--- src/rtl/crb_pkg.sv ---
package crb_pkg;

    typedef enum logic [2:0] {
        ST_IDLE = 3'd0,
        ST_PEND = 3'd1,
        ST_WAIT = 3'd2,
        ST_HOLD = 3'd3,
        ST_LOCK = 3'd4
    } crb_state_e;

    typedef enum logic [1:0] {
        SDC_NOP  = 2'b00,
        SDC_READ = 2'b01
    } sdc_cmd_e;

endpackage

--- src/rtl/crb_sync.sv ---
module crb_sync #(
    parameter int STAGES = 2
) (
    input  logic clk,
    input  logic rst_n,
    input  logic async_n,
    output logic level_low
);
    logic [STAGES-1:0] chain_q;

    generate
        if (STAGES == 1) begin : g_single
            always_ff @(posedge clk or negedge rst_n) begin
                if (!rst_n) chain_q <= '1;
                else        chain_q <= async_n;
            end
        end else begin : g_multi
            always_ff @(posedge clk or negedge rst_n) begin
                if (!rst_n) chain_q <= '1;
                else        chain_q <= {chain_q[STAGES-2:0], async_n};
            end
        end
    endgenerate

    assign level_low = ~chain_q[STAGES-1];

endmodule

--- src/rtl/crb_lockout.sv ---
module crb_lockout #(
    parameter int CYCLES = 5
) (
    input  logic clk,
    input  logic rst_n,
    input  logic run,
    output logic done
);
    localparam int CW = (CYCLES < 2) ? 1 : $clog2(CYCLES);
    localparam logic [CW-1:0] LAST = CW'(CYCLES - 1);

    logic [CW-1:0] cnt_q;

    assign done = run && (cnt_q == LAST);

    always_ff @(posedge clk or negedge rst_n) begin
        if (!rst_n)      cnt_q <= '0;
        else if (!run)   cnt_q <= '0;
        else if (done)   cnt_q <= '0;
        else             cnt_q <= cnt_q + 1'b1;
    end

    // the window counter never runs past its last cycle
    assert_lock_bound_R5: assert property (@(posedge clk) disable iff (!rst_n)
        cnt_q <= LAST);

    // a running window advances by exactly one per cycle until done
    assert_lock_step_R5: assert property (@(posedge clk) disable iff (!rst_n)
        (run && !done) |=> (cnt_q == $past(cnt_q) + 1'b1) || !run);

endmodule

--- src/rtl/crb_fsm.sv ---
module crb_fsm
    import crb_pkg::*;
(
    input  logic clk,
    input  logic rst_n,
    input  logic strobe_low,
    input  logic lock_done,
    input  logic sd_busy,
    input  logic sd_rvalid,
    output logic issue,
    output logic lock_run,
    output logic capture,
    output logic drive
);
    crb_state_e state_q;
    crb_state_e state_d;

    always_ff @(posedge clk or negedge rst_n) begin
        if (!rst_n) state_q <= ST_IDLE;
        else        state_q <= state_d;
    end

    always_comb begin
        state_d = state_q;
        unique case (state_q)
            ST_IDLE: begin
                if (strobe_low) state_d = sd_busy ? ST_PEND : ST_WAIT;
            end
            ST_PEND: begin
                if (!sd_busy) state_d = ST_WAIT;
            end
            ST_WAIT: begin
                if (!strobe_low)    state_d = ST_LOCK;
                else if (sd_rvalid) state_d = ST_HOLD;
            end
            ST_HOLD: begin
                if (!strobe_low) state_d = ST_LOCK;
            end
            ST_LOCK: begin
                if (lock_done) state_d = ST_IDLE;
            end
            default: state_d = ST_IDLE;
        endcase
    end

    always_comb begin
        issue    = 1'b0;
        lock_run = 1'b0;
        capture  = 1'b0;
        drive    = 1'b0;
        unique case (state_q)
            ST_IDLE: issue    = strobe_low && !sd_busy;
            ST_PEND: issue    = !sd_busy;
            ST_WAIT: capture  = strobe_low && sd_rvalid;
            ST_HOLD: drive    = strobe_low;
            ST_LOCK: lock_run = 1'b1;
            default: ;
        endcase
    end

    // strobe level has no effect until the window expires
    assert_lock_ignore_R5: assert property (@(posedge clk) disable iff (!rst_n)
        (state_q == ST_LOCK && !lock_done) |=> state_q == ST_LOCK);

    // a pending read waits for the controller and is not dropped
    assert_pend_hold_R6: assert property (@(posedge clk) disable iff (!rst_n)
        (state_q == ST_PEND && sd_busy) |=> state_q == ST_PEND);

    // after issuing, no second request before the read is closed
    assert_one_issue_R4: assert property (@(posedge clk) disable iff (!rst_n)
        issue |=> (state_q == ST_WAIT));

endmodule

--- src/rtl/crb_reqcount.sv ---
module crb_reqcount #(
    parameter int CNT_W = 16
) (
    input  logic             clk,
    input  logic             rst_n,
    input  logic             inc,
    output logic [CNT_W-1:0] count
);
    logic [CNT_W-1:0] count_q;

    always_ff @(posedge clk or negedge rst_n) begin
        if (!rst_n)   count_q <= '0;
        else if (inc) count_q <= count_q + 1'b1;
    end

    assign count = count_q;

    // one step per request, wrapping
    assert_count_step_R9: assert property (@(posedge clk) disable iff (!rst_n)
        inc |=> count == $past(count) + 1'b1);

    // no change without a request
    assert_count_hold_R9: assert property (@(posedge clk) disable iff (!rst_n)
        !inc |=> $stable(count));

endmodule

--- src/rtl/cart_read_bridge.sv ---
module cart_read_bridge
    import crb_pkg::*;
#(
    parameter int ADDR_W      = 24,
    parameter int DATA_W      = 16,
    parameter int LOCKOUT_CYC = 5,
    parameter int SYNC_STAGES = 2,
    parameter int CNT_W       = 16
) (
    input  logic              clk,
    input  logic              rst_n,
    input  logic              cart_oe_n,
    input  logic [ADDR_W-1:0] cart_addr,
    output logic [DATA_W-1:0] cart_data,
    output logic              cart_data_oe,
    output logic              sd_req,
    output logic [1:0]        sd_cmd,
    output logic [ADDR_W-2:0] sd_addr,
    input  logic              sd_busy,
    input  logic              sd_rvalid,
    input  logic [DATA_W-1:0] sd_rdata,
    output logic [CNT_W-1:0]  req_count
);
    logic strobe_low;
    logic lock_run;
    logic lock_done;
    logic issue;
    logic capture;
    logic drive;
    logic [DATA_W-1:0] word_q;

    crb_sync #(.STAGES(SYNC_STAGES)) u_sync (
        .clk       (clk),
        .rst_n     (rst_n),
        .async_n   (cart_oe_n),
        .level_low (strobe_low)
    );

    crb_lockout #(.CYCLES(LOCKOUT_CYC)) u_lock (
        .clk   (clk),
        .rst_n (rst_n),
        .run   (lock_run),
        .done  (lock_done)
    );

    crb_fsm u_fsm (
        .clk        (clk),
        .rst_n      (rst_n),
        .strobe_low (strobe_low),
        .lock_done  (lock_done),
        .sd_busy    (sd_busy),
        .sd_rvalid  (sd_rvalid),
        .issue      (issue),
        .lock_run   (lock_run),
        .capture    (capture),
        .drive      (drive)
    );

    crb_reqcount #(.CNT_W(CNT_W)) u_cnt (
        .clk   (clk),
        .rst_n (rst_n),
        .inc   (issue),
        .count (req_count)
    );

    always_ff @(posedge clk or negedge rst_n) begin
        if (!rst_n)       word_q <= '0;
        else if (capture) word_q <= sd_rdata;
    end

    assign sd_req       = issue;
    assign sd_cmd       = issue ? SDC_READ : SDC_NOP;
    assign sd_addr      = cart_addr[ADDR_W-1:1];
    assign cart_data    = word_q;
    assign cart_data_oe = drive;

    // never command a busy controller
    assert_req_not_busy_R6: assert property (@(posedge clk) disable iff (!rst_n)
        sd_req |-> !sd_busy);

    // a request lasts one cycle
    assert_req_single_R3: assert property (@(posedge clk) disable iff (!rst_n)
        sd_req |=> !sd_req);

    // reads are word aligned
    assert_even_addr_R3: assert property (@(posedge clk) disable iff (!rst_n)
        sd_req |-> !cart_addr[0]);

    // the driven word does not change under the cartridge
    assert_data_stable_R7: assert property (@(posedge clk) disable iff (!rst_n)
        (cart_data_oe && $past(cart_data_oe)) |-> $stable(cart_data));

    // the bus is only enabled once the strobe is seen low
    assert_oe_needs_strobe_R8: assert property (@(posedge clk) disable iff (!rst_n)
        $rose(cart_data_oe) |-> $past(strobe_low));

endmodule

--- config.mk ---
export PLATFORM = sky130hd
export DESIGN_NAME = cart_read_bridge
export DESIGN_NICKNAME = d
export VERILOG_FILES = /design/src/rtl/crb_pkg.sv /design/src/rtl/crb_sync.sv /design/src/rtl/crb_lockout.sv /design/src/rtl/crb_fsm.sv /design/src/rtl/crb_reqcount.sv /design/src/rtl/cart_read_bridge.sv
export SDC_FILE = /design/constraint.sdc
export NUM_CORES = 1
export LEC_CHECK = 0
export BUFFER_PORTS_ARGS = -buffer_cell sky130_fd_sc_hd__buf_2
export CAP_MARGIN = 15
export CORE_UTILIZATION = 35
export CTS_BUF_LIST = sky130_fd_sc_hd__clkbuf_8
export DETAILED_ROUTE_END_ITERATION = 10
export PLACE_DENSITY = 0.66
export SLEW_MARGIN = 20
export SYNTH_ARGS = -nofsm -noshare
export SYNTH_HDL_FRONTEND = slang
export SYNTH_SLANG_ARGS = --single-unit
--- constraint.sdc ---
create_clock -name clk -period 3.5 [get_ports clk]
set_clock_uncertainty 0.2 [all_clocks]
set_input_delay 0.175 -clock clk [delete_from_list [all_inputs] [get_ports clk]]
set_output_delay 0.175 -clock clk [all_outputs]
set_load 0.02 [all_outputs]
# Word level (Yosys, flattened, before mapping)
# Index checks and enable logic that the tools add are counted.
# op_classes
addsub	2
mul	0
div	0
order_cmp	0
eq_ne	10
shift	0
muxes	15
bitwise	1
n_reduce_logical	6
# op_table
operator	n
2-to-1 mux 3 bit	8
adder 16 x 1 -> 16 bit (second input constant)	1
case mux 3 bit (5 select lines)	1
!= test 2 bit (second input constant)	4
equality test 3 x 2 -> 1 bit (second input constant)	2
equality test 3 bit (second input constant)	2
AND reduction 5 bit	1
2-to-1 mux 1 bit	4
adder 3 x 1 -> 3 bit (second input constant)	1
equality test 3 x 1 -> 1 bit (second input constant)	1
logical AND 1 bit	3
logical NOT 3 bit	1
!= test 3 bit (second input constant)	1
2-to-1 mux 2 bit	1
case mux 1 bit (2 select lines)	1
logical NOT 1 bit	1
inverter 1 bit	1
# totals
regBits	40
latchBits	0
mem_bits_rw	0
mem_bits_ro	0
output_inout_bits	59
elab_cells	39
memories	0

# Depth between registers and ports, before layout
# logic_depth
ltp_word	5
mapped_depth	5

# Cells and area by module
# From an unflattened synthesis, not the netlist that was laid out.
# hier_totals
cells_unflattened	153
hier_area_um2	1954.4
# by_module_without_submodules
module	instances	cells_per_inst	area_per_inst_um2	seq_area_each_um2
cart_read_bridge	1	60	840.8	400.4
crb_reqcount	1	56	695.7	400.4
crb_fsm	1	20	203.9	75.1
crb_lockout	1	14	157.7	75.1
crb_sync	1	3	56.3	52.6

# Worst setup path before layout
# OpenSTA, ideal clock, no wires.
# synth_path
path_kind	register to register
from	register u_fsm.state_q[1]
to	register u_cnt.count_q[1], in the netlist u_cnt.count[1]
setup_ns	0.125
arrival_ns	1.763
t_required_ns	3.175
slack_ns	1.412
path_stages_with_launch	5
n_path_buf	1
synth_period_minus_slack_ns	2.088
path_cell_list	dfrtp_1 buf_6 or3_4 nor2_1 mux2_2
# synth_via
elab_chain_cells	2
word_cells_on_any_way	3
classes_between	1 x eq/ne; 1 x mux; 1 x reduce/logical
# synth_rtl
element	line_no	text
start, declared	crb_fsm.sv:15	crb_state_e state_q;
start signal, assigned	crb_fsm.sv:20	else state_q <= state_d;
equality test 3 x 1 -> 1 bit / logical NOT 3 bit (equally long branches)	crb_fsm.sv:51	unique case (state_q)
case mux 1 bit (2 select lines) *	crb_fsm.sv:51	
via sd_req	cart_read_bridge.sv:16	output logic sd_req,
end signal, assigned	crb_reqcount.sv:13	else if (inc) count_q <= count_q + 1'b1;
end, declared	crb_reqcount.sv:9	logic [CNT_W-1:0] count_q;
# Mark *: on every way through the listed nets, which the timed path passes. The rest lies on a longest branch.
# A chain may end at the register's enable or synchronous reset.

# Worst setup path in the final report
# layout_path
from	register u_fsm.state_q[1]
to	register u_cnt.count_q[15], in the netlist u_cnt.count[15]
# layout_via
elab_chain_cells	2
word_cells_on_any_way	3
classes_between	1 x eq/ne; 1 x mux; 1 x reduce/logical
# layout_rtl
element	line_no
equality test 3 x 1 -> 1 bit / logical NOT 3 bit (equally long branches)	crb_fsm.sv:51
case mux 1 bit (2 select lines) *	crb_fsm.sv:51
# Every way passes the cells marked *; elsewhere a longest branch is shown, timed or not.

==> results_dict.tcl <==
set metrics [dict create \
    wl_per_cell_um 12.6 \
    top_level_ports 104 \
    synth_area_per_cell_um2 12.1 \
    hold_start "sd_busy" \
    netlist.area_leader.share_pct 50.9 \
    vias 1239 \
    cts_tree "yes" \
    hold_violations 0 \
    antenna_left 0 \
    core_mm2 0.00514 \
    synth_ff_type "dfrtp_1" \
    dpl.hpwl_um 2230 \
    slew_headroom_pct 40.6 \
    outcome "finished clean" \
    power_density_mw_per_mm2 693 \
    period_minus_slack_ns 2.18 \
    rr_startpoint "u_fsm.state_q[1]" \
    num_antenna_cells 0 \
    drt_iter0_markers 44 \
    crit_fanout 9 \
    firstDrtPassIters 4 \
    grt_pass1_vias 1248 \
    nFillCells 526 \
    grt_first_pass_wirelength_um 5520 \
    period_share_pct 62.3 \
    async_flop_share_pct 100 \
    rows 26 \
    die-area_mm2 0.00564 \
    end_kind "flop" \
    design_area_mm2 0.00230 \
    critPathKind "flop to flop" \
    r2r_setup_slack_ns 1.32 \
    gp_congestion 0.724 \
    fmax_ghz 0.458 \
    critPathSlowestCell "dfrtp_1" \
    ys_seq_area_share_pct 53.7 \
    critPathMaxStageDelay_ns 0.47 \
    synth.distinct_cells 27 \
    die_width_um 75.1 \
    crit_chain "or3_4 -> nor4_4 -> or3b_1 -> xnor2_1" \
    placed_area_mm2 0.00203 \
    setup_viol 0 \
    power.leakage_nw 1.13 \
    syn_to_final_growth_pct 23.2 \
    worstMarginPinSlew_ns 0.891 \
    rsz0062_at_grt "false" \
    cts_max_level 2 \
    synthCells 154 \
    synth_area_mm2 0.00187 \
    drv_slew 0 \
    viasPerCell 4.46 \
    start_util_pct 36.4 \
    hp-class "input port to flop" \
    drc 0 \
    synth.area.top_cells "dfrtp_1 (51%), mux2_2 (10%), buf_4 (10%)" \
    die_h_um 75.1 \
    cts.sinks 40 \
    layout-drive-gt1-share_pct 40.4 \
    wl_um 3510 \
    crit_required_ns 3.47 \
    post_cts_buffers 0 \
    numCtsBuffers 5 \
    ir_drop_mv 0.392 \
    fin_util_pct 44.8 \
    yosys.area.top_type "dfrtp_1" \
    cts_resized 0 \
    antenna_found_initial 0 \
    maxCapViolations 0 \
    fin_nets 255 \
    synth-edff-count 0 \
    crit_path_start_kind "flop" \
    clock-root-buffer "clkbuf_8" \
    grt_use_total_pct 13.1 \
    synth_seq_cells 40 \
    clock_path_buffers 2 \
    portBuffers 55 \
    whs_ns 0.0490 \
    tns_ns 0 \
    syn-num-nets 202 \
    clkLatencyLatePin_ns 0.28 \
    gr-total-overflow 0 \
    ys_warn_count 0 \
    cts.clk_slew.worst_paths_ns 0.07 \
    cp-startpoint "u_fsm.state_q[1]" \
    cp.arrival_ns 2.15 \
    grt_start_max_net_pins 41 \
]
==> cell families after synthesis <==
| kind of cell | count (synthesis) | synth area share (%) |
|---|---|---|
| AO/OA/AOI/OAI | 5 | 1.61 |
| XOR/XNOR | 15 | 7.03 |
| adder cells (fa/ha/maj) | 3 | 2.01 |
| buffers and inverters | 35 | 12.4 |
| flip-flops | 40 | 53.7 |
| multiplexers | 17 | 10.2 |
| other | 1 | 0.201 |
| AND/OR/NAND/NOR | 38 | 12.8 |
==> path summary, 6_finish.rpt <==
check / end / depth (start not counted)
worst min-delay path: u_fsm.state_q[1] / 3
max in group asynchronous: cart_data[0] / 2
worst max-delay path: u_cnt.count[15] / 4
worst min register to register: u_sync.chain_q[1] / 0
min in group asynchronous: u_cnt.count[15] / 2
worst max register to register: u_cnt.count[15] / 4
==> cell usage in the layout, fill, tap and decap left out <==
| cell | synthesis | final |
|---|---|---|
| a21oi_1 | 4 | 4 |
| a32o_1 | 1 | 1 |
| and2_1 | 1 | 1 |
| and3_1 | 2 | 2 |
| and4_1 | 2 | 2 |
| buf_2 | 0 | 55 |
| clkbuf_8 | 0 | 6 |
| clkinv_2 | 0 | 2 |
| conb_1 | 1 | 1 |
| dfrtp_1 | 38 | 38 |
| dfstp_2 | 2 | 2 |
| dlygate4sd3_1 | 0 | 18 |
| ha_1 | 3 | 3 |
| inv_1 | 8 | 8 |
| mux2_2 | 17 | 17 |
| nand2_1 | 4 | 4 |
| nand2b_1 | 1 | 1 |
| nand3_1 | 4 | 4 |
| nand4_1 | 5 | 5 |
| nand4bb_1 | 1 | 1 |
| nor2_1 | 2 | 2 |
| nor2b_1 | 4 | 4 |
| nor3_1 | 9 | 9 |
| nor4_4 | 1 | 1 |
| or3_4 | 1 | 1 |
| or3b_1 | 1 | 1 |
| xnor2_1 | 8 | 8 |
| xor2_1 | 7 | 7 |
==> critical path: cells and delay by family, from the launching register on <==
family / cells / cell delay [ns]
simple gates: 3 / 1.27
flops: 1 / 0.47
xor+xnor: 1 / 0.13
==> stage by stage <==
step	power, mW	cells	worst slack [ns]
detailed placement	1.28	252	1.32
finish	1.59	278	1.32
global placement	1.26	252	1.35
global route	1.70	278	1.24
CTS	1.61	278	1.30
floorplan	1.13	154	1.41
==> layer usage <==
metal	share of wire [%]	vias up	global-route usage, %	wire, um
met3	6.7	5	4.95	237
met1	44	585	15.6	1540
met2	49	47	21.7	1720
li1	-	602	-	-
met4	0.74	0	4.61	26
met5	0	-	0	0
==> area by class of cell <==
| cell class | instances | area, um^2 | area share, % |
|---|---|---|---|
| sequential | 40 | 1000 | 43.6 |
| inverter | 8 | 30.0 | 1.30 |
| timing repair buffer | 73 | 455 | 19.8 |
| tap | 70 | 87.6 | 3.80 |
| clock inverter | 2 | 10.0 | 0.435 |
| clock buffer | 6 | 82.6 | 3.59 |
| multi-input combinational | 79 | 633 | 27.5 |
==> where the power goes <==
part	switching (mW)	internal, mW	total (mW)
sequential	0.111	0.607	0.718
combinational	0.321	0.244	0.565
clock	0.154	0.157	0.311
==> state kept, by name, indices dropped and copies added (netlist names) <==
signal,flops
cart_data,16
u_sync.chain_q,2
u_cnt.count,16
u_lock.cnt_q,3
u_fsm.state_q,3
==> timing repair <==
item / CTS / global route
setup endpoints to repair: 0 / 0
hold buffers: 18 / 0
endpoints found under the hold margin: 55 / 0
==> Yosys cell counts (2+ instances only) <==
| cell | number |
|---|---|
| a21oi_1 | 4 |
| and3_1 | 2 |
| and4_1 | 2 |
| buf_4 | 25 |
| dfrtp_1 | 38 |
| dfstp_2 | 2 |
| ha_1 | 3 |
| inv_1 | 8 |
| mux2_2 | 17 |
| nand2_1 | 4 |
| nand3_1 | 4 |
| nand4_1 | 5 |
| nor2_1 | 2 |
| nor2b_1 | 4 |
| nor3_1 | 9 |
| xnor2_1 | 8 |
| xor2_1 | 7 |
(Power assumes the default switching activity.)
